File: src/rtl/ifb_pkg.sv
// Shared constants and helpers for the long-word prefetch buffer.
// Assumes big-endian assembly: earlier beats form the more significant bits.
package ifb_pkg;

    localparam int HW_W = 16;   // decoder word width
    localparam int LW_W = 32;   // fetch unit width

    typedef enum logic [1:0] {
        PW_32  = 2'b00,
        PW_16  = 2'b01,
        PW_8   = 2'b10,
        PW_8X  = 2'b11
    } port_width_e;

    // Index of the last beat of a long word for a given port width.
    function automatic logic [1:0] final_beat(input logic [1:0] sz);
        case (port_width_e'(sz))
            PW_32:   return 2'd0;
            PW_16:   return 2'd1;
            default: return 2'd3;
        endcase
    endfunction

    // Byte offset of a beat inside its long word.
    function automatic logic [1:0] beat_offset(input logic [1:0] sz, input logic [1:0] beat);
        case (port_width_e'(sz))
            PW_32:   return 2'b00;
            PW_16:   return {beat[0], 1'b0};
            default: return beat;
        endcase
    endfunction

    // Append one beat's lanes below the bits gathered so far.
    function automatic logic [LW_W-1:0] merge_beat(input logic [1:0] sz,
                                                   input logic [LW_W-1:0] acc,
                                                   input logic [LW_W-1:0] rdata);
        case (port_width_e'(sz))
            PW_32:   return rdata;
            PW_16:   return {acc[15:0], rdata[15:0]};
            default: return {acc[23:0], rdata[7:0]};
        endcase
    endfunction

endpackage

File: src/rtl/ifb_bus_seq.sv
// Bus sequencer: runs one aligned long-word read as 1, 2 or 4 beats and
// assembles the result. Assumes start is only raised while idle.
// A cancel during a fetch lets the beats finish but suppresses the result.
module ifb_bus_seq
    import ifb_pkg::*;
#(
    parameter int AW = 24
) (
    input  logic            clk,
    input  logic            rst_n,
    input  logic            start,
    input  logic [AW-3:0]   start_lw,
    input  logic [1:0]      start_size,
    input  logic            cancel,
    input  logic            mem_ack,
    input  logic [LW_W-1:0] mem_rdata,
    output logic            busy,
    output logic            mem_req,
    output logic [AW-1:0]   mem_addr,
    output logic            lw_valid,
    output logic [LW_W-1:0] lw_data,
    output logic [AW-3:0]   lw_addr
);

    localparam int LWA = AW - 2;

    logic            busy_q;
    logic            drop_q;
    logic [LWA-1:0]  base_q;
    logic [1:0]      size_q;
    logic [1:0]      beat_q;
    logic [LW_W-1:0] acc_q;
    logic            last_beat;
    logic            done;

    // Beat bookkeeping shared by the outputs and the state update.
    always_comb begin
        last_beat = (beat_q == final_beat(size_q));
        done      = busy_q && mem_ack && last_beat;
    end

    // Fetch state: latch base and width on start, step beats on acknowledge.
    always_ff @(posedge clk) begin
        if (!rst_n) begin
            busy_q <= 1'b0;
            base_q <= '0;
            size_q <= 2'b00;
            beat_q <= 2'd0;
            acc_q  <= '0;
        end else if (start) begin
            busy_q <= 1'b1;
            base_q <= start_lw;
            size_q <= start_size;
            beat_q <= 2'd0;
        end else if (busy_q && mem_ack) begin
            if (last_beat) begin
                busy_q <= 1'b0;
            end else begin
                beat_q <= beat_q + 2'd1;
                acc_q  <= merge_beat(size_q, acc_q, mem_rdata);
            end
        end
    end

    // Discard marker: a cancel during a fetch spoils its result.
    always_ff @(posedge clk) begin
        if (!rst_n) begin
            drop_q <= 1'b0;
        end else if (done) begin
            drop_q <= 1'b0;
        end else if (busy_q && cancel) begin
            drop_q <= 1'b1;
        end
    end

    // Bus side and result outputs.
    always_comb begin
        busy     = busy_q;
        mem_req  = busy_q;
        mem_addr = {base_q, beat_offset(size_q, beat_q)};
        lw_valid = done && !drop_q && !cancel;
        lw_data  = merge_beat(size_q, acc_q, mem_rdata);
        lw_addr  = base_q;
    end

    AST_ADDR_HELD: assert property (@(posedge clk) disable iff (!rst_n)
        mem_req && !mem_ack |=> mem_req && $stable(mem_addr));
    AST_START_WHEN_IDLE: assert property (@(posedge clk) disable iff (!rst_n)
        start |-> !busy_q);

endmodule

File: src/rtl/ifb_word_buf.sv
// Two-slot word buffer holding the even and odd halves of one long word.
// Presents the even slot first when it is live, then the odd slot.
// Assumes load only arrives while both slots are empty.
module ifb_word_buf
    import ifb_pkg::*;
#(
    parameter int AW = 24
) (
    input  logic            clk,
    input  logic            rst_n,
    input  logic            cancel,
    input  logic            load,
    input  logic [LW_W-1:0] load_data,
    input  logic [AW-3:0]   load_lw,
    input  logic            load_skip_even,
    input  logic            take,
    output logic            empty,
    output logic            word_valid,
    output logic [HW_W-1:0] word_data,
    output logic [AW-1:0]   word_addr
);

    logic [HW_W-1:0] even_q;
    logic [HW_W-1:0] odd_q;
    logic            even_v;
    logic            odd_v;
    logic [AW-3:0]   lw_q;

    // Slot update: cancel clears, load fills, take retires the oldest slot.
    always_ff @(posedge clk) begin
        if (!rst_n) begin
            even_q <= '0;
            odd_q  <= '0;
            even_v <= 1'b0;
            odd_v  <= 1'b0;
            lw_q   <= '0;
        end else if (cancel) begin
            even_v <= 1'b0;
            odd_v  <= 1'b0;
        end else if (load) begin
            even_q <= load_data[LW_W-1:HW_W];
            odd_q  <= load_data[HW_W-1:0];
            even_v <= !load_skip_even;
            odd_v  <= 1'b1;
            lw_q   <= load_lw;
        end else if (take) begin
            if (even_v) begin
                even_v <= 1'b0;
            end else begin
                odd_v <= 1'b0;
            end
        end
    end

    // Offer the oldest live slot with its byte address.
    always_comb begin
        empty      = !even_v && !odd_v;
        word_valid = even_v || odd_v;
        word_data  = even_v ? even_q : odd_q;
        word_addr  = {lw_q, !even_v, 1'b0};
    end

    AST_HOLD_STABLE: assert property (@(posedge clk) disable iff (!rst_n)
        word_valid && !take && !cancel |=> word_valid && $stable(word_data) && $stable(word_addr));
    AST_LOAD_INTO_EMPTY: assert property (@(posedge clk) disable iff (!rst_n)
        load |-> empty);

endmodule

File: src/rtl/ifetch_lw_buf.sv
// Long-word instruction prefetch buffer top. Keeps the fetch pointer and
// the run state, starts a long-word fetch whenever the buffer has drained,
// and routes results into the word buffer.
// Assumes redirect targets are word aligned (bit 0 implied zero).
module ifetch_lw_buf
    import ifb_pkg::*;
#(
    parameter int AW = 24
) (
    input  logic            clk,
    input  logic            rst_n,
    input  logic            redirect,
    input  logic [AW-1:1]   redirect_addr,
    input  logic            flush,
    output logic            word_valid,
    input  logic            word_ready,
    output logic [HW_W-1:0] word_data,
    output logic [AW-1:0]   word_addr,
    output logic            mem_req,
    output logic [AW-1:0]   mem_addr,
    input  logic [1:0]      mem_size,
    input  logic            mem_ack,
    input  logic [LW_W-1:0] mem_rdata
);

    localparam int LWA = AW - 2;

    logic            running_q;
    logic [LWA-1:0]  ptr_q;
    logic            skip_q;
    logic            cancel;
    logic            seq_start;
    logic            seq_busy;
    logic            lw_valid;
    logic [LW_W-1:0] lw_data;
    logic [LWA-1:0]  lw_addr;
    logic            buf_empty;
    logic            take;

    // Control decisions for this cycle.
    always_comb begin
        cancel    = redirect || flush;
        seq_start = running_q && !seq_busy && buf_empty && !cancel;
        take      = word_valid && word_ready && !cancel;
    end

    // Fetch pointer and run state: redirect reloads, flush halts, results advance.
    always_ff @(posedge clk) begin
        if (!rst_n) begin
            running_q <= 1'b0;
            ptr_q     <= '0;
            skip_q    <= 1'b0;
        end else if (redirect) begin
            running_q <= 1'b1;
            ptr_q     <= redirect_addr[AW-1:2];
            skip_q    <= redirect_addr[1];
        end else if (flush) begin
            running_q <= 1'b0;
        end else if (lw_valid) begin
            ptr_q  <= ptr_q + 1'b1;
            skip_q <= 1'b0;
        end
    end

    ifb_bus_seq #(.AW(AW)) u_seq (
        .clk        (clk),
        .rst_n      (rst_n),
        .start      (seq_start),
        .start_lw   (ptr_q),
        .start_size (mem_size),
        .cancel     (cancel),
        .mem_ack    (mem_ack),
        .mem_rdata  (mem_rdata),
        .busy       (seq_busy),
        .mem_req    (mem_req),
        .mem_addr   (mem_addr),
        .lw_valid   (lw_valid),
        .lw_data    (lw_data),
        .lw_addr    (lw_addr)
    );

    ifb_word_buf #(.AW(AW)) u_buf (
        .clk            (clk),
        .rst_n          (rst_n),
        .cancel         (cancel),
        .load           (lw_valid),
        .load_data      (lw_data),
        .load_lw        (lw_addr),
        .load_skip_even (skip_q),
        .take           (take),
        .empty          (buf_empty),
        .word_valid     (word_valid),
        .word_data      (word_data),
        .word_addr      (word_addr)
    );

    AST_BUFFERED_NO_BUS: assert property (@(posedge clk) disable iff (!rst_n)
        word_valid |-> !mem_req);
    AST_FLUSH_EMPTIES: assert property (@(posedge clk) disable iff (!rst_n)
        flush |=> !word_valid);
    AST_REDIRECT_EMPTIES: assert property (@(posedge clk) disable iff (!rst_n)
        redirect |=> !word_valid);

endmodule

File: config.mk
export PLATFORM = sky130hd
export DESIGN_NAME = ifetch_lw_buf
export DESIGN_NICKNAME = d
export VERILOG_FILES = /design/src/rtl/ifb_pkg.sv /design/src/rtl/ifb_bus_seq.sv /design/src/rtl/ifb_word_buf.sv /design/src/rtl/ifetch_lw_buf.sv
export SDC_FILE = /design/constraint.sdc
export NUM_CORES = 1
export LEC_CHECK = 0
export CORE_AREA = 5 5 129 131
export CTS_BUF_LIST = sky130_fd_sc_hd__clkbuf_16
export DETAILED_ROUTE_END_ITERATION = 10
export DIE_AREA = 0 0 134 136
export PLACE_DENSITY = 0.72
export SYNTH_ARGS = -nofsm -noshare
export SYNTH_HDL_FRONTEND = slang
export SYNTH_SLANG_ARGS = --single-unit
File: constraint.sdc
create_clock -name clk -period 2.15 [get_ports clk]
set_clock_uncertainty 0.15 [all_clocks]
set_input_delay 0.215 -clock clk [delete_from_list [all_inputs] [get_ports clk]]
set_output_delay 0.215 -clock clk [all_outputs]
set_load 0.01 [all_outputs]
# Word level (Yosys, flattened, before mapping)
# Cells that the tools add are included.
# classes
n_bitwise,4
eq_ne,4
mux,20
n_addsub,2
reduce_logical,34
# ops
operator,n
2-to-1 mux 22 bit,3
case mux 32 bit (2 select lines),1
adder 22 x 1 -> 22 bit (second input constant),1
2-to-1 mux 16 bit,1
2-to-1 mux 1 bit,13
logical AND 1 bit,11
AND reduction 2 bit,5
nonzero test 2 bit,5
case mux 2 bit (2 select lines),2
zero test 1 bit,6
OR reduction 2 bit,3
inequality test 2 bit (second input constant),2
inverter 1 bit,4
AND reduction 3 bit,1
adder 2 x 1 -> 2 bit (second input constant),1
equality test 2 x 1 -> 1 bit (second input constant),1
equality test 2 bit,1
zero test 2 bit,1
logical OR 1 bit,2
# totals
wordCells,78
regBits,132

# Longest topological paths before layout
# Gate-level depths: netlist of the first run.
# depth
word_depth,9
ltp_mapped,8

# Cells and area by module
# From an unflattened synthesis of the first run, not the netlist that was laid out.
# hier_totals
hier_cells,746
area_unflattened_um2,6600.1
# by_module_without_submodules
mod,seq_area_each_um2,n_inst,area_each_um2,cells_each
ifb_bus_seq,1041.0,1,2753.9,317
ifb_word_buf,1121.1,1,2527.4,268
ifetch_lw_buf,480.5,1,1318.8,161

# Worst setup path after synthesis of the first run
# OpenSTA, ideal clock, no wires.
# synth_path
path_type,flip-flop to flip-flop
start,register u_seq.size_q[1]
end,register ptr_q[13]
setup_slack_ps,100
stages_incl_launch_ff,9
path_buffers,3
arrival_time_ps,1767
period_less_slack_ps,2050
setup_ps,133
t_required_ps,1867
path_cell_list,dfxtp_1 -> clkbuf_1 -> and3_1 -> buf_2 -> o31ai_4 -> buf_2 -> nor2_1 -> xnor2_1 -> a21oi_1
# synth_via
elab_chain_cells,8
elab_cells_between_ends,9
classes_between,2 x eq/ne; 1 x mux; 6 x reduce/logical
# synth_rtl
item,line_no,text
start: declaration,ifb_bus_seq.sv:30,logic [1:0] size_q;
start signal: assignment,ifb_bus_seq.sv:53,size_q <= start_size;
equality test 2 x 1 -> 1 bit or zero test 2 bit (tied branches),ifb_pkg.sv:17,case (port_width_e'(sz))
case mux 2 bit (2 select lines) *,ifb_pkg.sv:17,
equality test 2 bit *,ifb_bus_seq.sv:38,last_beat = (beat_q == final_beat(size_q));
logical AND 1 bit *,ifb_bus_seq.sv:39,done = busy_q && mem_ack && last_beat;
logical AND 1 bit * (2 in a row),ifb_bus_seq.sv:81,lw_valid = done && !drop_q && !cancel;
nonzero test 2 bit (no source line) *,n/a,
AND reduction 2 bit (no source line) *,n/a,
end signal: assignment,ifetch_lw_buf.sv:55,ptr_q <= redirect_addr[AW-1:2];
end signal: assignment,ifetch_lw_buf.sv:60,ptr_q <= ptr_q + 1'b1;
end: declaration,ifetch_lw_buf.sv:29,logic [LWA-1:0] ptr_q;
# Mark *: on every way between the ends. The rest lies on a longest branch, timed or not.
# A chain may end at the register's enable or synchronous reset.

# Worst setup path after layout of the first run
# layout_path
start,register u_buf.even_v
end,output word_data[0]
# layout_via
elab_chain_cells,1
# layout_rtl
item,line_no,text
start: declaration,ifb_word_buf.sv:25,logic even_v;
start signal: assignment,ifb_word_buf.sv:43,even_v <= !load_skip_even;
2-to-1 mux 16 bit,ifb_word_buf.sv:59,word_data = even_v ? even_q : odd_q;
end: declaration,ifetch_lw_buf.sv:17,"output logic [HW_W-1:0] word_data,"
# Every way passes these cells.

==> out/results.tsv, run 1 <==
stage	metric	value	unit
status	outcome	completed	
floorplan	ios	129	
synth	yosysWarnings	0	
routing	viasPerCell	5.02	
clock_network	cts_root_buf	clkbuf_16	
synth	ys.flop_type	dfxtp_1	
floorplan	num_rows	46	
synth	synth.avg_cell_area	8.47	sq um
global_route	grt_max_degree	51	
floorplan	start_util	0.386	
clock_network	cts_made_buffers	17	
worst_setup_path	critPathLaunchType	flop	
worst_setup_path	cp_max_fo	9	
routing	drt-total-wl	16.1	mm
synth	yosysMostFrequentCell	nand2_1	
timing	slew_headroom	0.574	
layout	layout-drive-gt1-share	0.130	
timing	finalHoldViolCount	0	
clock_network	cts_buffer_depth	2	
timing	slew_viol_final	0	
global_route	antenna_found_initial	0	
floorplan	die_y	136	microns
placed_design	portBuffers	127	
global_route	grt_pass1_vias	5001	
flow_run	max_cap_viol_count	0	
synth	synth_edf_count	0	
timing	layout_min_cycle_time	2080	ps
routing	vias	5253	
layout	syn2layout_area_growth	39.9	%
synth	netlist.area_leader.share	0.442	
power	p_per_area	697	mW/mm^2
worst_setup_path	crit_type	reg -> out	
synth	synth_area	0.00598	sq mm
timing	rsz0062_at_grt	no	
global_route	grt_use_total	0.174	
clock_network	cts_hold_buf	0	
power	power	5830	uW
floorplan	coreArea	0.0155	sq mm
hold_path	min-delay-start	rst_n	
routing	drc	0	
timing	totalNegativeSetupSlack	0	ps
clock_network	clk_latency	410	ps
worst_setup_path	worst_setup_path_end_kind	output port	
clock_network	clkSinkCount	132	
synth	ys_ff_latch	132	
synth	ys_types	48	
floorplan	die_area	0.0182	sq mm
power	ir_drop	0.590	mV
timing	setup_viol	0	
placed_design	place_congestion	0.822	
synth	synth-async-reset-ratio	0	
timing	period_share	0.967	
synth	yosys.area.top_type	dfxtp_1	
worst_setup_path	worstPathArrival	1710	ps
worst_setup_path	r2r_start	ptr_q[1]	
floorplan	die_x	134	microns
clock_network	htreeDepth	4	
synth	synth_top_cells_by_count	nand2_1, dfxtp_1, a21boi_0	
worst_setup_path	worstSetupStartpoint	u_buf.even_v	
clock_network	cts_tree	built	
worst_setup_path	rrSetupSlack	140	ps
synth	synthTopCellsByArea	dfxtp_1, nand2_1, a21boi_0, a21boi_1, mux2i_1	
global_route	grt-ovfl-total	0	
layout	fillerInstances	1408	
timing	tightest_slew	639	ps
routing	drtIter0Drc	283	
power	p_leak	0.00314	uW
clock_network	clk_pin_slew	60	ps
placed_design	dp_hpwl	11.2	mm
worst_setup_path	required	1780	ps
routing	antenna_left	0	
global_route	grt_pass1_wl	25.3	mm
timing	max_freq	481	MHz
hold_path	min_path_type	in -> reg	
synth	ys_seq_area_frac	0.442	
routing	drt-pass1-iter-count	4	
synth	synthCells	706	
synth	syn_nets	770	
routing	post_drt_wl_per_cell	15.4	microns
layout	antenna_cells	0	
layout	final_nets	906	
per-layer routing:
| layer | share of wire | global-route usage | routed length, microns | vias to the layer above |
|---|---|---|---|---|
| met3 | 0.056 | 0.0455 | 904 | 19 |
| met2 | 0.45 | 0.273 | 7290 | 148 |
| li1 | - | - | - | 2671 |
| met4 | 0.016 | 0.0589 | 261 | 0 |
| met1 | 0.48 | 0.234 | 7660 | 2415 |
| met5 | 0 | 0 | 0 | - |
path summary, 6_finish.rpt:
path	to	depth (start not counted)
max	word_data[0]	4
min reg2reg	u_buf.even_q[1]	2
min	ptr_q[11]	3
max reg2reg	ptr_q[20]	6
timing repair:
action / in CTS / in global routing
gates cloned: 0 / 1
endpoints found under the setup margin: 18 / 7
resized for setup: 24 / 4
setup buffers: 4 / 0
cell families after synthesis:
group                      Yosys count  share of synthesized area
buffers and inverters               59                     0.0406
adders and majority gates            1                    0.00209
AOI/OAI and AO/OA                  175                      0.201
muxes                               40                     0.0703
other                                1                   0.000627
xor gates and xnor gates            22                     0.0322
and+or+nand+nor                    276                      0.211
DFF                                132                      0.442
critical path: stages, from the launching register on:
cell and delay (ps):
dfxtp_2 370, buf_12 150, buf_4 140, mux2_2 320, dlygate4sd2_1 310
metrics by stage:
stage	area, sq um	utilization	hold slack (ps)	setup WS, ps	std cells
2_1_floorplan	5980	-	200	100	706
3_3_place_gp	7690	0.497	291	86.6	1010
3_5_place_dp	7690	0.497	292	17.4	1010
4_1_cts	8330	0.538	209	21.2	1045
5_1_grt	8360	0.540	258	9.68	1046
6_report	8360	0.540	220	70.8	1046
report_power, final:
part	internal [uW]	switching [uW]
clock network	1810	1080
registers	2490	39.7
logic	231	184
sequential cells by signal, summed over array words and instances (netlist names), 2 cells and up:
| name | cells |
|---|---|
| ptr_q | 22 |
| u_buf.even_q | 16 |
| u_buf.lw_q | 22 |
| u_buf.odd_q | 16 |
| u_seq.acc_q | 24 |
| u_seq.beat_q | 2 |
| u_seq.lw_addr | 22 |
| u_seq.size_q | 2 |
placed cells by master (no fill, tap or decap), types with 4 or more instances in the layout:
master	instances
o211a_1	16
nand3_1	9
clkinvlp_4	4
buf_12	13
a21boi_1	36
xor2_1	5
clkbuf_16	18
o21ai_0	40
nor3_2	6
dlygate4sd2_1	14
clkdlybuf4s50_1	110
xnor2_1	17
and2_1	10
nor3_1	4
mux2i_1	24
buf_4	27
inv_1	7
a21boi_0	44
nor2_1	18
nand2_1	204
a21oi_1	29
mux2_2	16
dfxtp_1	129
final cells by class:
class | count | area (sq um) | share of cell area
Clock buffer | 17 | 425 | 0.0509
Clock inverter | 14 | 164 | 0.0196
Inverter | 8 | 30.0 | 0.00359
Multi-Input combinational cell | 515 | 3110 | 0.372
Sequential cell | 132 | 2650 | 0.317
Tap cell | 192 | 240 | 0.0287
Timing Repair Buffer | 168 | 1740 | 0.208
Note: power is estimated with default switching activity, not from simulation.
==> run 2, diff against run 1 <==
--- a/config.mk
+++ b/config.mk
@@ -5,10 +5,10 @@
 export SDC_FILE = /design/constraint.sdc
 export NUM_CORES = 1
 export LEC_CHECK = 0
-export CORE_AREA = 5 5 129 131
+export CORE_AREA = 5 5 135 124
 export CTS_BUF_LIST = sky130_fd_sc_hd__clkbuf_16
 export DETAILED_ROUTE_END_ITERATION = 10
-export DIE_AREA = 0 0 134 136
+export DIE_AREA = 0 0 140 129
 export PLACE_DENSITY = 0.72
 export SYNTH_ARGS = -nofsm -noshare
 export SYNTH_HDL_FRONTEND = slang
==> run 2 against run 1 <==
Cell area is 0.70% higher; largest power group unchanged; critical endpoint is now mem_addr[0]; clock power up 3%; sequential share of layout area fell by 0.22 points; highest routed layer unchanged; via count down 1.1%; sequential power about the same.
==> out/results.tsv, run 2 (same netlist as run 1, synthesis figures left out) <==
stage	metric	value	unit	change
status	outcome	completed		
worst_setup_path	required	1780	ps	about the same
clock_network	clk_pin_slew	60	ps	about the same
layout	largest_register	u_seq.acc_q		
worst_setup_path	cp_max_fo	22		+13
clock_network	htreeDepth	4		unchanged
routing	drtIter0Drc	361		+28%
power	switchingPower	1370	uW	+5.3%
clock_network	cts_tree	built		
timing	tightest_slew	487	ps	-152 ps
routing	viasPerCell	4.93		-1.8%
timing	finalHoldViolCount	0		unchanged
clock_network	cts_hold_buf	0		unchanged
routing	dr.max_layer_used	met4		
floorplan	die_x	140	microns	+4.5%
clock_network	clkSinkCount	132		unchanged
layout	layout_commonest_cell	nand2_1		
layout	final_cells	1053		+0.67%
power	clkPwrFrac	0.501		+0.006
floorplan	die_area	0.0181	sq mm	-0.90%
power	power	5930	uW	+1.8%
timing	max_freq	475	MHz	-1.2%
routing	drt-total-wl	16.2	mm	+0.52%
flow_run	max_cap_viol_count	0		unchanged
routing	post_drt_wl_per_cell	15.4	microns	-0.15%
global_route	grt_use_total	0.179		+0.00432
timing	slew_viol_final	0		unchanged
worst_setup_path	slowest_stage	clkdlybuf4s50_1		
floorplan	coreArea	0.0152	sq mm	-2.0%
layout	final_nets	902		-0.44%
global_route	antenna_found_initial	0		unchanged
global_route	grt_pass1_vias	4949		-1.0%
worst_setup_path	worstPathArrival	1740	ps	+30 ps
routing	dr_wl_met3	799	microns	-12%
timing	slew_headroom	0.672		+0.0976
power	ir_drop	0.635	mV	+7.6%
power	combPwrFrac	0.073		+0.002
placed_design	portBuffers	127		unchanged
global_route	grt_max_degree	131		+160%
worst_setup_path	crit_type	reg -> out		
layout	largest_reg_flops	24		unchanged
hold_path	min_path_type	in -> reg		
timing	period_share	0.979		+0.0117
power	p_per_area	704	mW/mm^2	+1.1%
routing	drt-pass1-iter-count	5		+1
layout	fillerInstances	1382		-1.8%
floorplan	num_rows	43		-6.5%
routing	drc	0		unchanged
worst_setup_path	path_cells	buf_12 -> and2_1 -> clkdlybuf4s50_1		
worst_setup_path	worst_setup_path_end_kind	output port		
clock_network	cts_made_buffers	17		unchanged
routing	wl_met1	8.16	mm	+6.5%
global_route	grt-ovfl-total	0		unchanged
timing	layout_min_cycle_time	2100	ps	+25.2 ps
layout	syn2layout_area_growth	40.9	%	
clock_network	cts_buffer_depth	2		unchanged
timing	totalNegativeSetupSlack	0	ps	unchanged
clock_network	cts_setup_buffers	0		-4
floorplan	ios	129		unchanged
layout	post-route-util	0.555		+0.0149
placed_design	dp_hpwl	11.5	mm	+2.9%
worst_setup_path	critPathLaunchType	flop		
placed_design	dp.cells	1020		+0.99%
routing	met2_length	6.96	mm	-4.6%
timing	setup_viol	0		unchanged
power	p_seq_frac	0.426		-0.008
layout	antenna_cells	0		unchanged
global_route	grt_pass1_wl	25.6	mm	+1.2%
placed_design	place_congestion	0.828		+0.71%
floorplan	start_util	0.394		+0.00790
floorplan	die_y	129	microns	-5.1%
layout	final_cell_mix	nand2_1, dfxtp_1, clkdlybuf4s50_1		
routing	vias	5193		-1.1%
power	switching_share	0.231		+0.00767
worst_setup_path	crit_path_max_incr_delay	590	ps	+220 ps
clock_network	cts_root_buf	clkbuf_16		
power	internal_power	4560	uW	+0.79%
power	p_leak	0.00333	uW	+6.4%
clock_network	clk_latency	430	ps	+20 ps
routing	antenna_left	0		unchanged
layout	layout-drive-gt1-share	0.130		+0.000458
timing	rsz0062_at_grt	no		
## run 2: final timing paths
path	from	slack, ps	endpoint	cells past startpoint
setup reg to reg	ptr_q[0]	130	ptr_q[20]	6
hold reg to reg	u_buf.odd_q[4]	300	u_buf.odd_q[4]	2
hold / removal	rst_n	180	u_buf.lw_q[17]	3
setup / recovery	u_seq.size_q[1]	50	mem_addr[0]	3
## run 2: cell type report
class / instances / area (sq um) / area share
Multi-Input combinational cell: 515 / 3120 / 0.371
Sequential cell: 132 / 2650 / 0.314
Timing Repair Buffer: 164 / 1760 / 0.209
Clock buffer: 17 / 425 / 0.0505
Tap cell: 202 / 253 / 0.0300
Clock inverter: 15 / 181 / 0.0215
Inverter: 8 / 30.0 / 0.00357
## run 2: per-layer routing
| metal | vias up | track usage |
|---|---|---|
| met5 | - | 0 |
| met4 | 0 | 0.0684 |
| met3 | 23 | 0.0420 |
| met2 | 136 | 0.260 |
| met1 | 2373 | 0.257 |
| li1 | 2661 | - |
## run 2: what timing repair did
action,in CTS,in global routing
endpoints found under the setup margin,18,22
gates resized for setup,10,24
endpoints found under the hold margin,0,0
gates cloned,1,0
## run 2: metrics by stage
stage,instance area [sq um],hold slack (ps),setup slack [ps]
2_1_floorplan,5980,200,100
3_3_place_gp,7690,289,54.8
3_5_place_dp,7690,292,-8.60
4_1_cts,8360,190,-47.6
5_1_grt,8420,206,2.78
6_report,8420,175,45.6
## run 2: power groups by stage
stage | logic, uW | clock network [uW] | registers [uW]
4_1_cts | 432 | 3030 | 2520
5_1_grt | 470 | 3130 | 2530
3_3_place_gp | 425 | 0 | 2580
2_1_floorplan | 184 | 0 | 2580
3_5_place_dp | 425 | 0 | 2580
6_report | 431 | 2970 | 2530
## run 2: critical path, delay by kind of cell, from the launching register on
kind	cells	cell delay, ps
buf+inv	2	770
flops	1	410
simple gates	1	130
